`src/rtl/bcd_cal_pkg.sv`:
```
package bcd_cal_pkg;
  localparam int NFLD = 8;

  typedef enum logic [2:0] {
    F_SEC, F_MIN, F_HOUR, F_DOW, F_DATE, F_MON, F_YEAR, F_CENT
  } fld_e;

  function automatic logic [7:0] bcd_inc(input logic [7:0] v);
    if (v[3:0] >= 4'd9) return {v[7:4] + 4'd1, 4'd0};
    return {v[7:4], v[3:0] + 4'd1};
  endfunction

  function automatic logic [7:0] fld_lo(input int i);
    return (i == F_DOW || i == F_DATE || i == F_MON) ? 8'h01 : 8'h00;
  endfunction

  function automatic logic [7:0] fld_hi(input int i);
    case (i)
      F_SEC, F_MIN:   return 8'h59;
      F_HOUR:         return 8'h23;
      F_DOW:          return 8'h07;
      F_MON:          return 8'h12;
      default:        return 8'h99;
    endcase
  endfunction

  // field whose wrap advances field i
  function automatic int carry_src(input int i);
    case (i)
      F_DOW, F_DATE: return F_HOUR;
      default:       return i - 1;
    endcase
  endfunction
endpackage

```
`src/rtl/bcd_cal_prescaler.sv`:
```
module bcd_cal_prescaler #(
  parameter int unsigned DIV = 32768
) (
  input  logic clk_i,
  input  logic rst_ni,
  input  logic clr_i,
  output logic tick_o
);
  localparam int CW = (DIV > 1) ? $clog2(DIV) : 1;
  localparam logic [CW-1:0] LAST = CW'(DIV - 1);

  logic [CW-1:0] cnt_q;

  assign tick_o = (cnt_q == LAST) && !clr_i;

  always_ff @(posedge clk_i or negedge rst_ni) begin
    if (!rst_ni)                     cnt_q <= '0;
    else if (clr_i || cnt_q == LAST) cnt_q <= '0;
    else                             cnt_q <= cnt_q + 1'b1;
  end
endmodule

```
`src/rtl/bcd_cal_step.sv`:
```
module bcd_cal_step (
  input  logic       en_i,
  input  logic [7:0] val_i,
  input  logic [7:0] lo_i,
  input  logic [7:0] hi_i,
  output logic [7:0] nxt_o,
  output logic       carry_o
);
  import bcd_cal_pkg::*;

  // >= so an out-of-range loaded value still wraps
  assign carry_o = en_i && (val_i >= hi_i);

  always_comb begin
    if (!en_i)        nxt_o = val_i;
    else if (carry_o) nxt_o = lo_i;
    else              nxt_o = bcd_inc(val_i);
  end
endmodule

```
`src/rtl/bcd_cal_month_len.sv`:
```
module bcd_cal_month_len (
  input  logic [7:0] month_i,
  input  logic       leap_i,
  output logic [7:0] last_o
);
  always_comb begin
    case (month_i)
      8'h02:                      last_o = leap_i ? 8'h29 : 8'h28;
      8'h04, 8'h06, 8'h09, 8'h11: last_o = 8'h30;
      default:                    last_o = 8'h31;
    endcase
  end
endmodule

```
`src/rtl/bcd_calendar.sv`:
```
module bcd_calendar #(
  parameter int unsigned DIV      = 32768,
  parameter logic [7:0]  RST_CENT = 8'h20
) (
  input  logic       clk_i,
  input  logic       rst_ni,
  input  logic       wr_en_i,
  input  logic [2:0] wr_sel_i,
  input  logic [7:0] wr_data_i,
  output logic [7:0] sec_o,
  output logic [7:0] min_o,
  output logic [7:0] hour_o,
  output logic [7:0] dow_o,
  output logic [7:0] date_o,
  output logic [7:0] month_o,
  output logic [7:0] year_o,
  output logic [7:0] cent_o
);
  import bcd_cal_pkg::*;

  logic       tick;
  logic       leap;
  logic [7:0] last_date;
  logic [7:0] fld_q [NFLD];
  logic [7:0] nxt_w [NFLD];
  logic       en_w  [NFLD];
  logic       cy_w  [NFLD];

  bcd_cal_prescaler #(.DIV(DIV)) u_pre (
    .clk_i (clk_i),
    .rst_ni(rst_ni),
    .clr_i (wr_en_i),
    .tick_o(tick)
  );

  // year divisible by four, read straight from BCD digits
  assign leap = ~fld_q[F_YEAR][0] & (fld_q[F_YEAR][1] == fld_q[F_YEAR][4]);

  bcd_cal_month_len u_mlen (
    .month_i(fld_q[F_MON]),
    .leap_i (leap),
    .last_o (last_date)
  );

  for (genvar i = 0; i < NFLD; i++) begin : g_fld
    logic [7:0] hi;
    if (i == 0) begin : g_en_tick
      assign en_w[i] = tick;
    end else begin : g_en_carry
      assign en_w[i] = cy_w[carry_src(i)];
    end
    if (i == F_DATE) begin : g_hi_month
      assign hi = last_date;
    end else begin : g_hi_const
      assign hi = fld_hi(i);
    end
    bcd_cal_step u_step (
      .en_i   (en_w[i]),
      .val_i  (fld_q[i]),
      .lo_i   (fld_lo(i)),
      .hi_i   (hi),
      .nxt_o  (nxt_w[i]),
      .carry_o(cy_w[i])
    );
  end

  always_ff @(posedge clk_i or negedge rst_ni) begin
    if (!rst_ni) begin
      for (int i = 0; i < NFLD; i++) fld_q[i] <= fld_lo(i);
      fld_q[F_CENT] <= RST_CENT;
    end else if (wr_en_i) begin
      fld_q[wr_sel_i] <= wr_data_i;
    end else begin
      for (int i = 0; i < NFLD; i++) fld_q[i] <= nxt_w[i];
    end
  end

  assign sec_o   = fld_q[F_SEC];
  assign min_o   = fld_q[F_MIN];
  assign hour_o  = fld_q[F_HOUR];
  assign dow_o   = fld_q[F_DOW];
  assign date_o  = fld_q[F_DATE];
  assign month_o = fld_q[F_MON];
  assign year_o  = fld_q[F_YEAR];
  assign cent_o  = fld_q[F_CENT];
endmodule

```
`config.mk`:
```
export PLATFORM = sky130hd
export DESIGN_NAME = bcd_calendar
export DESIGN_NICKNAME = d
export VERILOG_FILES = /design/src/rtl/bcd_cal_pkg.sv /design/src/rtl/bcd_cal_prescaler.sv /design/src/rtl/bcd_cal_step.sv /design/src/rtl/bcd_cal_month_len.sv /design/src/rtl/bcd_calendar.sv
export SDC_FILE = /design/constraint.sdc
export NUM_CORES = 1
export LEC_CHECK = 0
export ABC_CLOCK_PERIOD_IN_PS = 3180
export CAP_MARGIN = 20
export CORE_MARGIN = 1
export CORE_UTILIZATION = 30
export CTS_BUF_LIST = sky130_fd_sc_hd__clkbuf_8
export DETAILED_ROUTE_END_ITERATION = 6
export DONT_BUFFER_PORTS = 1
export PLACE_DENSITY = 0.54
export SETUP_SLACK_MARGIN = 0.4
export SLEW_MARGIN = 25
export SYNTH_ARGS = -nofsm -noshare
export SYNTH_HDL_FRONTEND = slang
export SYNTH_SLANG_ARGS = --single-unit
```
`constraint.sdc`:
```
create_clock -name clk_i -period 3.18 [get_ports clk_i]
set_input_delay 0.477 -clock clk_i [delete_from_list [all_inputs] [get_ports clk_i]]
set_output_delay 0.477 -clock clk_i [all_outputs]
set_load 0.02 [all_outputs]
```
# Yosys cells after proc, flatten, opt, wreduce, memory -nomap -nowiden
# Index checks and enable logic that the tools add are counted.
# totals
regBits	79
output_inout_bits	64
# classes
addsub	17
n_lt_le_gt_ge	18
n_eq_ne	7
mux	63
n_bitwise	3
reduce_logical	36
# op_table
operator	count
$mux 8	33
$add 4x1->4 const B	16
$bwmux 64	1
$mux 64	1
$ge 4x4->1 const B	9
$mux 1	25
$demux 8 s3	1
$reduce_bool 3->1	8
$eq 8x3->1 const B	2
$ge 8x7->1 const B	2
$ge 8x8->1 const B	2
$pmux 8 s2	1
$reduce_and 2->1	8
$add 15x1->15 const B	1
$eq 15x15->1 const B	1
$mux 15	1
$reduce_bool 2->1	7
$logic_and 1x1->1	10
$eq 8x2->1 const B	1
$eq 8x4->1 const B	1
$eq 8x5->1 const B	1
$ge 8x3->1 const B	1
$ge 8x5->1 const B	1
$ge 8x6->1 const B	1
9 further kinds	9

# Logic depth before layout (Yosys ltp)
# Gate-level depths: netlist of run 1.
# depth
depth_word	15
mapped_depth	15

# Hierarchy
# Synthesis of run 1 repeated with hierarchy kept, for this count alone.
# hier_totals
cells_unflattened	1075
area_unflattened_um2	8345.5
# modules_own_cells
module	instances	cells_per_inst	area_each_um2
bcd_cal_step	8	77	550.5
bcd_calendar	1	373	3090.5
bcd_cal_prescaler	1	70	735.7
bcd_cal_month_len	1	16	115.1

# Worst setup path before layout of run 1
# No wires, ideal clock.
# synth_timing
path_kind	reg2reg
start	register fld_q, in the netlist month_o[0]
end	register fld_q, in the netlist month_o[5]
setup_ns	0.121
arrival_ns	3.292
t_required_ns	3.059
slack_ns	-0.233
stages_incl_launch_ff	15
path_buffers	0
period_less_slack_ns	3.413
path_cell_list	dfstp_2 inv_1 ha_1 o211ai_1 a21oi_1 a31oi_1 nor3_1 a21oi_1 ha_1 nor4b_1 o211ai_1 o21ba_2 a31oi_1 a21oi_1 o22a_1
# synth_via
elab_chain_len	9
word_cells_on_any_way	21
classes_between	3 x order compare; 5 x eq/ne; 7 x mux; 6 x reduce/logical
# synth_rtl
element	line_no	rtl
start: declaration	bcd_calendar.sv:24	logic [7:0] fld_q [NFLD];
start signal: indexed assignment	bcd_calendar.sv:72	fld_q[wr_sel_i] <= wr_data_i;
$eq 8x3->1, or another cell as far along	bcd_cal_month_len.sv:7	case (month_i)
$reduce_or 4->1	bcd_cal_month_len.sv:7	
$pmux 8 s2	bcd_cal_month_len.sv:7	
$ge 8x8->1	bcd_cal_step.sv:12	assign carry_o = en_i && (val_i >= hi_i);
$logic_and 1x1->1 (2 in a row)	bcd_cal_step.sv:12	
$mux 8	bcd_cal_step.sv:16	else if (carry_o) nxt_o = lo_i;
$mux 8	bcd_cal_step.sv:15	if (!en_i) nxt_o = val_i;
$mux 64	bcd_calendar.sv:71	end else if (wr_en_i) begin
# Parallel ways exist; a longest one is shown, timed or not. The select of a mux whose other input is x is not followed.
# A chain may end at the register's enable or synchronous reset.

# Final worst setup path of run 1
# layout_timing
start	register fld_q, in the netlist month_o[0]
end	register fld_q, in the netlist year_o[6]
# layout_via
elab_chain_len	10
word_cells_on_any_way	18
classes_between	2 x order compare; 5 x eq/ne; 4 x mux; 7 x reduce/logical
# layout_rtl
element	line_no
$eq 8x3->1, or another cell as far along	bcd_cal_month_len.sv:7
$reduce_or 4->1	bcd_cal_month_len.sv:7
$pmux 8 s2	bcd_cal_month_len.sv:7
$ge 8x8->1	bcd_cal_step.sv:12
$logic_and 1x1->1	bcd_cal_step.sv:12
$logic_and 1x1->1 (*)	bcd_cal_step.sv:12
$logic_and 1x1->1	bcd_cal_step.sv:12
$mux 8	bcd_cal_step.sv:16
$mux 8	bcd_cal_step.sv:15
$mux 64	bcd_calendar.sv:71
# Mark *: on every way between the ends. The rest lies on a longest branch, timed or not. The select of a mux whose other input is x is not followed.

==> flow_summary.yaml, run 1 <==
grt:
  grt_pass1_vias: 4927
  grt_max_degree: 80
  grt_pass1_wl_um: 27300
  overflow: 0
  grtUsageTotal_pct: 19.1
  antenna_found_initial: 0
drt:
  vias: 5123
  dr.first_iter.drc_count: 389
  drc: 0
  drt-vias-per-instance: 5.79
  dr.pass1.iters: 5
  avgRoutedWirePerCell_um: 19.6
  wirelength_um: 17400
  ant_nets: 0
timing:
  max_slew.worst_pin.slew_ns: 0.724
  whs_ns: 0.00920
  fin_crit_sh_pct: 103
  hold_violations: 0
  slew_violations: 0
  rsz0062_at_grt: "true"
  fmax_ghz: 0.306
  finalSetupViolCount: 11
  relSlewSlack_pct: 51.3
  fin_crit_ns: 3.27
  finalClockSkew_ns: 0.0191
  worst_slack_ns: -0.0915
logic_synthesis:
  syn-num-nets: 669
  netlist.area_leader.share_pct: 34.5
  synth_seq_cells: 79
  yosys.area.top_type: "dfrtp_1"
  ys_top_cells_by_count: "75 x dfrtp_1, 55 x nor2_1, 50 x nand2_1, 47 x ha_1, 45 x inv_1"
  ys_seq_area_share_pct: 36.5
  synth_most_common_cell: "dfrtp_1"
  synth_warnings: 0
  postSynthAreaPerCell_um2: 8.94
  synth_cell_types: 72
  synthFlopType: "dfrtp_1"
  ys_async_sr_fraction_pct: 100
  synth_cells: 608
  yosys-top-cells-area: "dfrtp_1 35%, ha_1 11%, nor2_1 3.8%, nand2_1 3.5%, inv_1 3.1%"
  synth_edf_count: 0
  syn_area_um2: 5440
power_and_ir_drop:
  total_power_mw: 4.00
  ir_worst_vdd_mv: 0.253
  p_leak_nw: 2.85
  p_per_area_nw_per_um2: 604
placement:
  gp_congestion: 0.856
  place_hpwl_um: 12300
  io_buffers: 0
clocking:
  cts_buffer_depth: 2
  clock_sinks: 79
  cts_tree: "yes"
  cts-buffers-inserted: 9
  path_clk_slew_ns: 0.09
  clk_latency_ns: 0.37
  cts_root_buffer: "clkbuf_8"
  h-tree-depth: 3
setup_path:
  r2r_end: "year_o[6]"
  r2r_start: "month_o[0]"
  critPathRequiredTime_ns: 3.48
  critPathLaunchType: "register"
  cp-end-kind: "register"
  critPathKind: "reg2reg"
  r2r_setup_slack_ns: -0.09
  cp_max_fo: 6
  ff2ff_path_depth: 15
  crit_arrival_ns: 3.57
cells_and_area:
  num-nets-final: 716
  diodes: 0
  utilization_pct: 37.9
  multi_input_area_um2: 3540
  areaGrowthSynthToFinish_pct: 21.9
  regArea_um2: 1980
  fillers: 1684
  drive_above_1_share_pct: 20.8
min_path:
  min_path_type: "in2async"
floorplanning:
  fp.dieArea_um2: 18700
  start_util_pct: 31.1
  die_width_um: 137
  core_um2: 17500
  rows: 48
  io_pins: 78
  die_y_um: 137
outcome:
  violations: "setup timing"
  outcome: "finished, violations left"
run:
  drv_cap: 0
## cells in the final DEF (no fill, tap or decap), drive strengths merged, types with 8 or more instances in the layout
cell / Yosys / layout
inv: 45 / 48
xnor2: 8 / 8
nand4: 13 / 13
ha: 47 / 47
buf: 5 / 53
nor2: 56 / 56
and2: 8 / 8
nor3: 13 / 13
clkbuf: 13 / 10
dfrtp: 75 / 75
a21oi: 25 / 25
o22ai: 8 / 8
a31oi: 17 / 17
a32oi: 8 / 8
nand3: 27 / 27
o21ai: 34 / 34
a22o: 13 / 13
a22oi: 8 / 8
nand2: 51 / 51
## final cells by class
cell class | instances | share of cell area (%)
clock buffer | 9 | 1.87
clock inverter | 7 | 0.887
inverter | 45 | 2.59
multi-input combinational | 466 | 53.4
sequential | 79 | 29.9
tap | 225 | 4.25
timing repair buffer | 54 | 7.10
## kinds of logic (layout without fill, tap and decap cells)
logic type,after synthesis,after routing,synth area share [%]
AOI/OAI and AO/OA,180,180,23.5
DFF,79,79,36.5
xor gates and xnor gates,14,14,2.26
and+or+nand+nor,213,213,19.8
buffers and inverters,63,115,4.40
adders and majority gates,47,47,10.8
muxes,12,12,2.76
## metal layers
layer,track usage [%],share of wire (%),vias to the layer above
li1,-,-,2362
met1,23.8,41,2535
met2,31.1,48,193
met3,5.19,8.4,33
met4,7.47,2.6,0
met5,0,0,-
## per-stage QoR
stage	setup WS [ns]	setup TNS [ns]	cells	area, um^2
after floorplan	0.137	0	608	5530
after global placement	0.0408	0	852	6020
after detailed placement	-0.0377	-0.118	852	6020
after CTS	-0.0163	-0.0508	873	6370
after global routing	-0.251	-4.40	885	6630
final	-0.0915	-0.437	885	6630
## critical path: stages (launching register included)
cell,delay [ns]
dfstp_2,0.58
inv_4,0.06
ha_4,0.14
o211ai_1,0.16
a21oi_1,0.08
a31oi_1,0.18
nor3_2,0.06
a21oi_1,0.15
ha_1,0.25
nor4b_2,0.23
o211ai_1,0.19
o21ba_4,0.29
buf_4,0.14
a31o_4,0.25
o32ai_2,0.26
a22o_1,0.18
## worst max-delay path by stage
stage	from	endpoint	slack [ns]	depth (start not counted)
after floorplan	month_o[0]	cent_o[7]	0.14	15
after global placement	month_o[1]	month_o[2]	0.04	14
after detailed placement	month_o[1]	cent_o[4]	-0.04	14
after CTS	month_o[0]	year_o[5]	-0.02	14
after global routing	month_o[0]	cent_o[7]	-0.25	16
final	month_o[0]	year_o[6]	-0.09	15
## power by group
group          internal [mW]  switching, mW
sequential              1.22          0.535
combinational          0.654          0.833
clock                  0.352          0.405
total                   2.23           1.77
## registers in the layout (all words and copies together) (netlist names)
name and flops:
hour_o 8, cent_o 8, u_pre.cnt_q 15, sec_o 8, month_o 8, year_o 8
min_o 8, date_o 8, dow_o 8
## timing repair
action                                  4_1_cts  5_1_grt
hold buffers                                  1        0
pin swaps                                    18       33
gates cloned                                  1        1
buffers inserted                              3       11
endpoints found under the setup margin       43       39
resized for setup                            20       32
hold endpoints to repair                     79        0
(Power assumes the default switching activity.)
==> run 2: changes to the inputs <==
Settings changed: CELL_PAD_IN_SITES_DETAIL_PLACEMENT from default to 1, CELL_PAD_IN_SITES_GLOBAL_PLACEMENT from default to 1, PLACE_DENSITY 0.54 to 0.65.
==> run 2 against run 1 <==
  * Highest routed layer unchanged
  * Die area unchanged
  * Sequential power about the same
  * Via count up 1.1%
  * Routed wire length up 11%
  * Clock-buffer cell count unchanged
  * First-iteration DRC count down 39%
  * The run still ends with setup timing left
  * Fmax down 1.1%
  * Core utilization up 1.0 points
  * Power up 3.1%
  * Setup slack worse by 0.037 ns
==> flow_summary.yaml, run 2 (synthesis results as in run 1) <==
cells_and_area:
  num-nets-final: 731
  drive_above_1_share_pct: 24.6
  regArea_um2: 1990
  fillers: 2015
  multi_input_area_um2: 3610
  largest_reg_flops: 15
  utilization_pct: 39.0
  diodes: 0
  final_cell_mix: "72 x dfrtp_1, 57 x buf_4, 53 x nor2_1"
  areaGrowthSynthToFinish_pct: 25.2
  top_register: "u_pre.cnt_q"
  layout_commonest_cell: "dfrtp_1"
timing:
  max_slew.worst_pin.slew_ns: 1.15
  tns_ns: -1.32
  whs_ns: 0.149
  rsz0062_at_grt: "true"
  fin_crit_ns: 3.31
  finalSetupViolCount: 22
  worst_slack_ns: -0.129
  relSlewSlack_pct: 22.8
  fin_crit_sh_pct: 104
  slew_violations: 0
  fmax_ghz: 0.302
  finalClockSkew_ns: 0.0170
  hold_violations: 0
grt:
  grt_pass1_wl_um: 30000
  overflow: 0
  grt_pass1_vias: 5461
  grt_max_degree: 80
  antenna_found_initial: 0
  grtUsageTotal_pct: 21.1
clocking:
  cts_root_buffer: "clkbuf_8"
  cts_buffer_depth: 2
  cts_tree: "yes"
  cts-buffers-inserted: 9
  h-tree-depth: 3
  clock_sinks: 79
  clk_latency_ns: 0.39
  path_clk_slew_ns: 0.09
power_and_ir_drop:
  p_per_area_nw_per_um2: 606
  total_power_mw: 4.13
  power_frac_comb_pct: 38.9
  clkPwrFrac_pct: 18.9
  p_leak_nw: 2.90
  switching_share_pct: 45.1
  p_int_mw: 2.27
  seqPwrFrac_pct: 42.2
  ir_worst_vdd_mv: 0.243
  switching_power_mw: 1.86
setup_path:
  cp_num_buf_inv: 2
  cp_num_cells: 15
  cp_max_fo: 6
  cp-startpoint: "month_o[0]"
  crit_arrival_ns: 3.61
  r2r_end: "year_o[5]"
  r2r_start: "month_o[0]"
  critPathLaunchType: "register"
  crit_family: "compound AO/OA/AOI/OAI gates"
  critPathRequiredTime_ns: 3.48
  max_stage_delay_ns: 0.57
  path_cells: "buf_4 > ha_4 > nand3b_1 > a21oi_1 > a31oi_1 > nor3_2 > a21oi_1 > ha_1 > nor4b_2 > o211ai_1 > o21ba_4 > buf_6 > a31o_4 > o32a_1 > mux2i_1"
  crit_path_frequent_cell: "a21oi_1"
  r2r_setup_slack_ns: -0.13
  slowest_stage: "dfstp_2"
  critPathKind: "reg2reg"
  endpoint: "year_o[5]"
  cp-end-kind: "register"
  ff2ff_path_depth: 15
drt:
  dr.first_iter.drc_count: 236
  drc: 0
  dr.pass1.iters: 4
  ant_nets: 0
  drt-vias-per-instance: 5.75
  avgRoutedWirePerCell_um: 21.4
  wirelength_um: 19300
  vias: 5179
floorplanning:
  fp.dieArea_um2: 18700
  start_util_pct: 31.1
  rows: 48
  core_um2: 17500
  die_width_um: 137
  die_y_um: 137
  io_pins: 78
outcome:
  outcome: "finished, violations left"
  violations: "setup timing"
min_path:
  min_path_type: "in2reg"
run:
  drv_cap: 0
placement:
  gp_congestion: 0.871
  io_buffers: 0
  place_hpwl_um: 13700
[run 2: worst reg2reg max path, cell delays in order (launching register included)]
cell and delay [ns]:
dfstp_2 0.57, buf_4 0.13, ha_4 0.13, nand3b_1 0.08, a21oi_1 0.14, a31oi_1 0.07
nor3_2 0.21, a21oi_1 0.11, ha_1 0.31, nor4b_2 0.24, o211ai_1 0.16, o21ba_4 0.26
buf_6 0.13, a31o_4 0.25, o32a_1 0.29, mux2i_1 0.13
[run 2: timing repair]
| item | 4_1_cts | 5_1_grt |
|---|---|---|
| hold buffers | 2 | 0 |
| cloned | 2 | 0 |
| hold endpoints to repair | 79 | 0 |
| setup buffers | 3 | 12 |
| setup endpoints to repair | 38 | 41 |
| pin swaps | 16 | 26 |
| resized for setup | 25 | 41 |
[run 2: per-layer routing]
layer / part of all wire [%] / global-route usage, % / vias to the layer above / wire (um)
met5: 0 / 0 / - / 0
met4: 2.4 / 8.83 / 0 / 459
met3: 6.1 / 5.44 / 28 / 1180
met2: 49 / 35.1 / 103 / 9360
met1: 43 / 25.7 / 2664 / 8250
li1: - / - / 2384 / -
[run 2: metrics by stage]
stage,cell area [um^2],setup WS (ns),instances
after floorplan,5530,0.137,608
after global routing,6810,-0.304,900
after CTS,6490,-0.117,888
after global placement,6120,0.00567,865
after detailed placement,6120,-0.194,865
final,6810,-0.129,900
[run 2: cell type report]
cell class	count	share of cell area [%]
inverters	45	2.52
flip-flops and latches	79	29.2
clock buffers	9	1.82
repair buffers	68	8.45
multi-input cells	467	53.0
well taps	225	4.13
clock inverters	7	0.956
[run 2: worst min path at each step]
stage          slack, ns              end  depth (start not counted)  startpoint
2_1_floorplan       0.18        cent_o[0]                          0      rst_ni
3_3_place_gp        0.19   u_pre.cnt_q[5]                          0      rst_ni
3_5_place_dp        0.18   u_pre.cnt_q[4]                          0      rst_ni
4_1_cts             0.12  u_pre.cnt_q[10]                          1     wr_en_i
5_1_grt             0.13  u_pre.cnt_q[10]                          1     wr_en_i
6_report            0.15  u_pre.cnt_q[10]                          1     wr_en_i
[run 2: power groups by stage]
stage	sequential (mW)	combinational (mW)	clock, mW
final	1.74	1.60	0.780
after global routing	1.79	1.77	0.835
after CTS	1.73	1.49	0.805
after detailed placement	1.75	1.38	0
after global placement	1.74	1.31	0
after floorplan	1.75	0.823	0
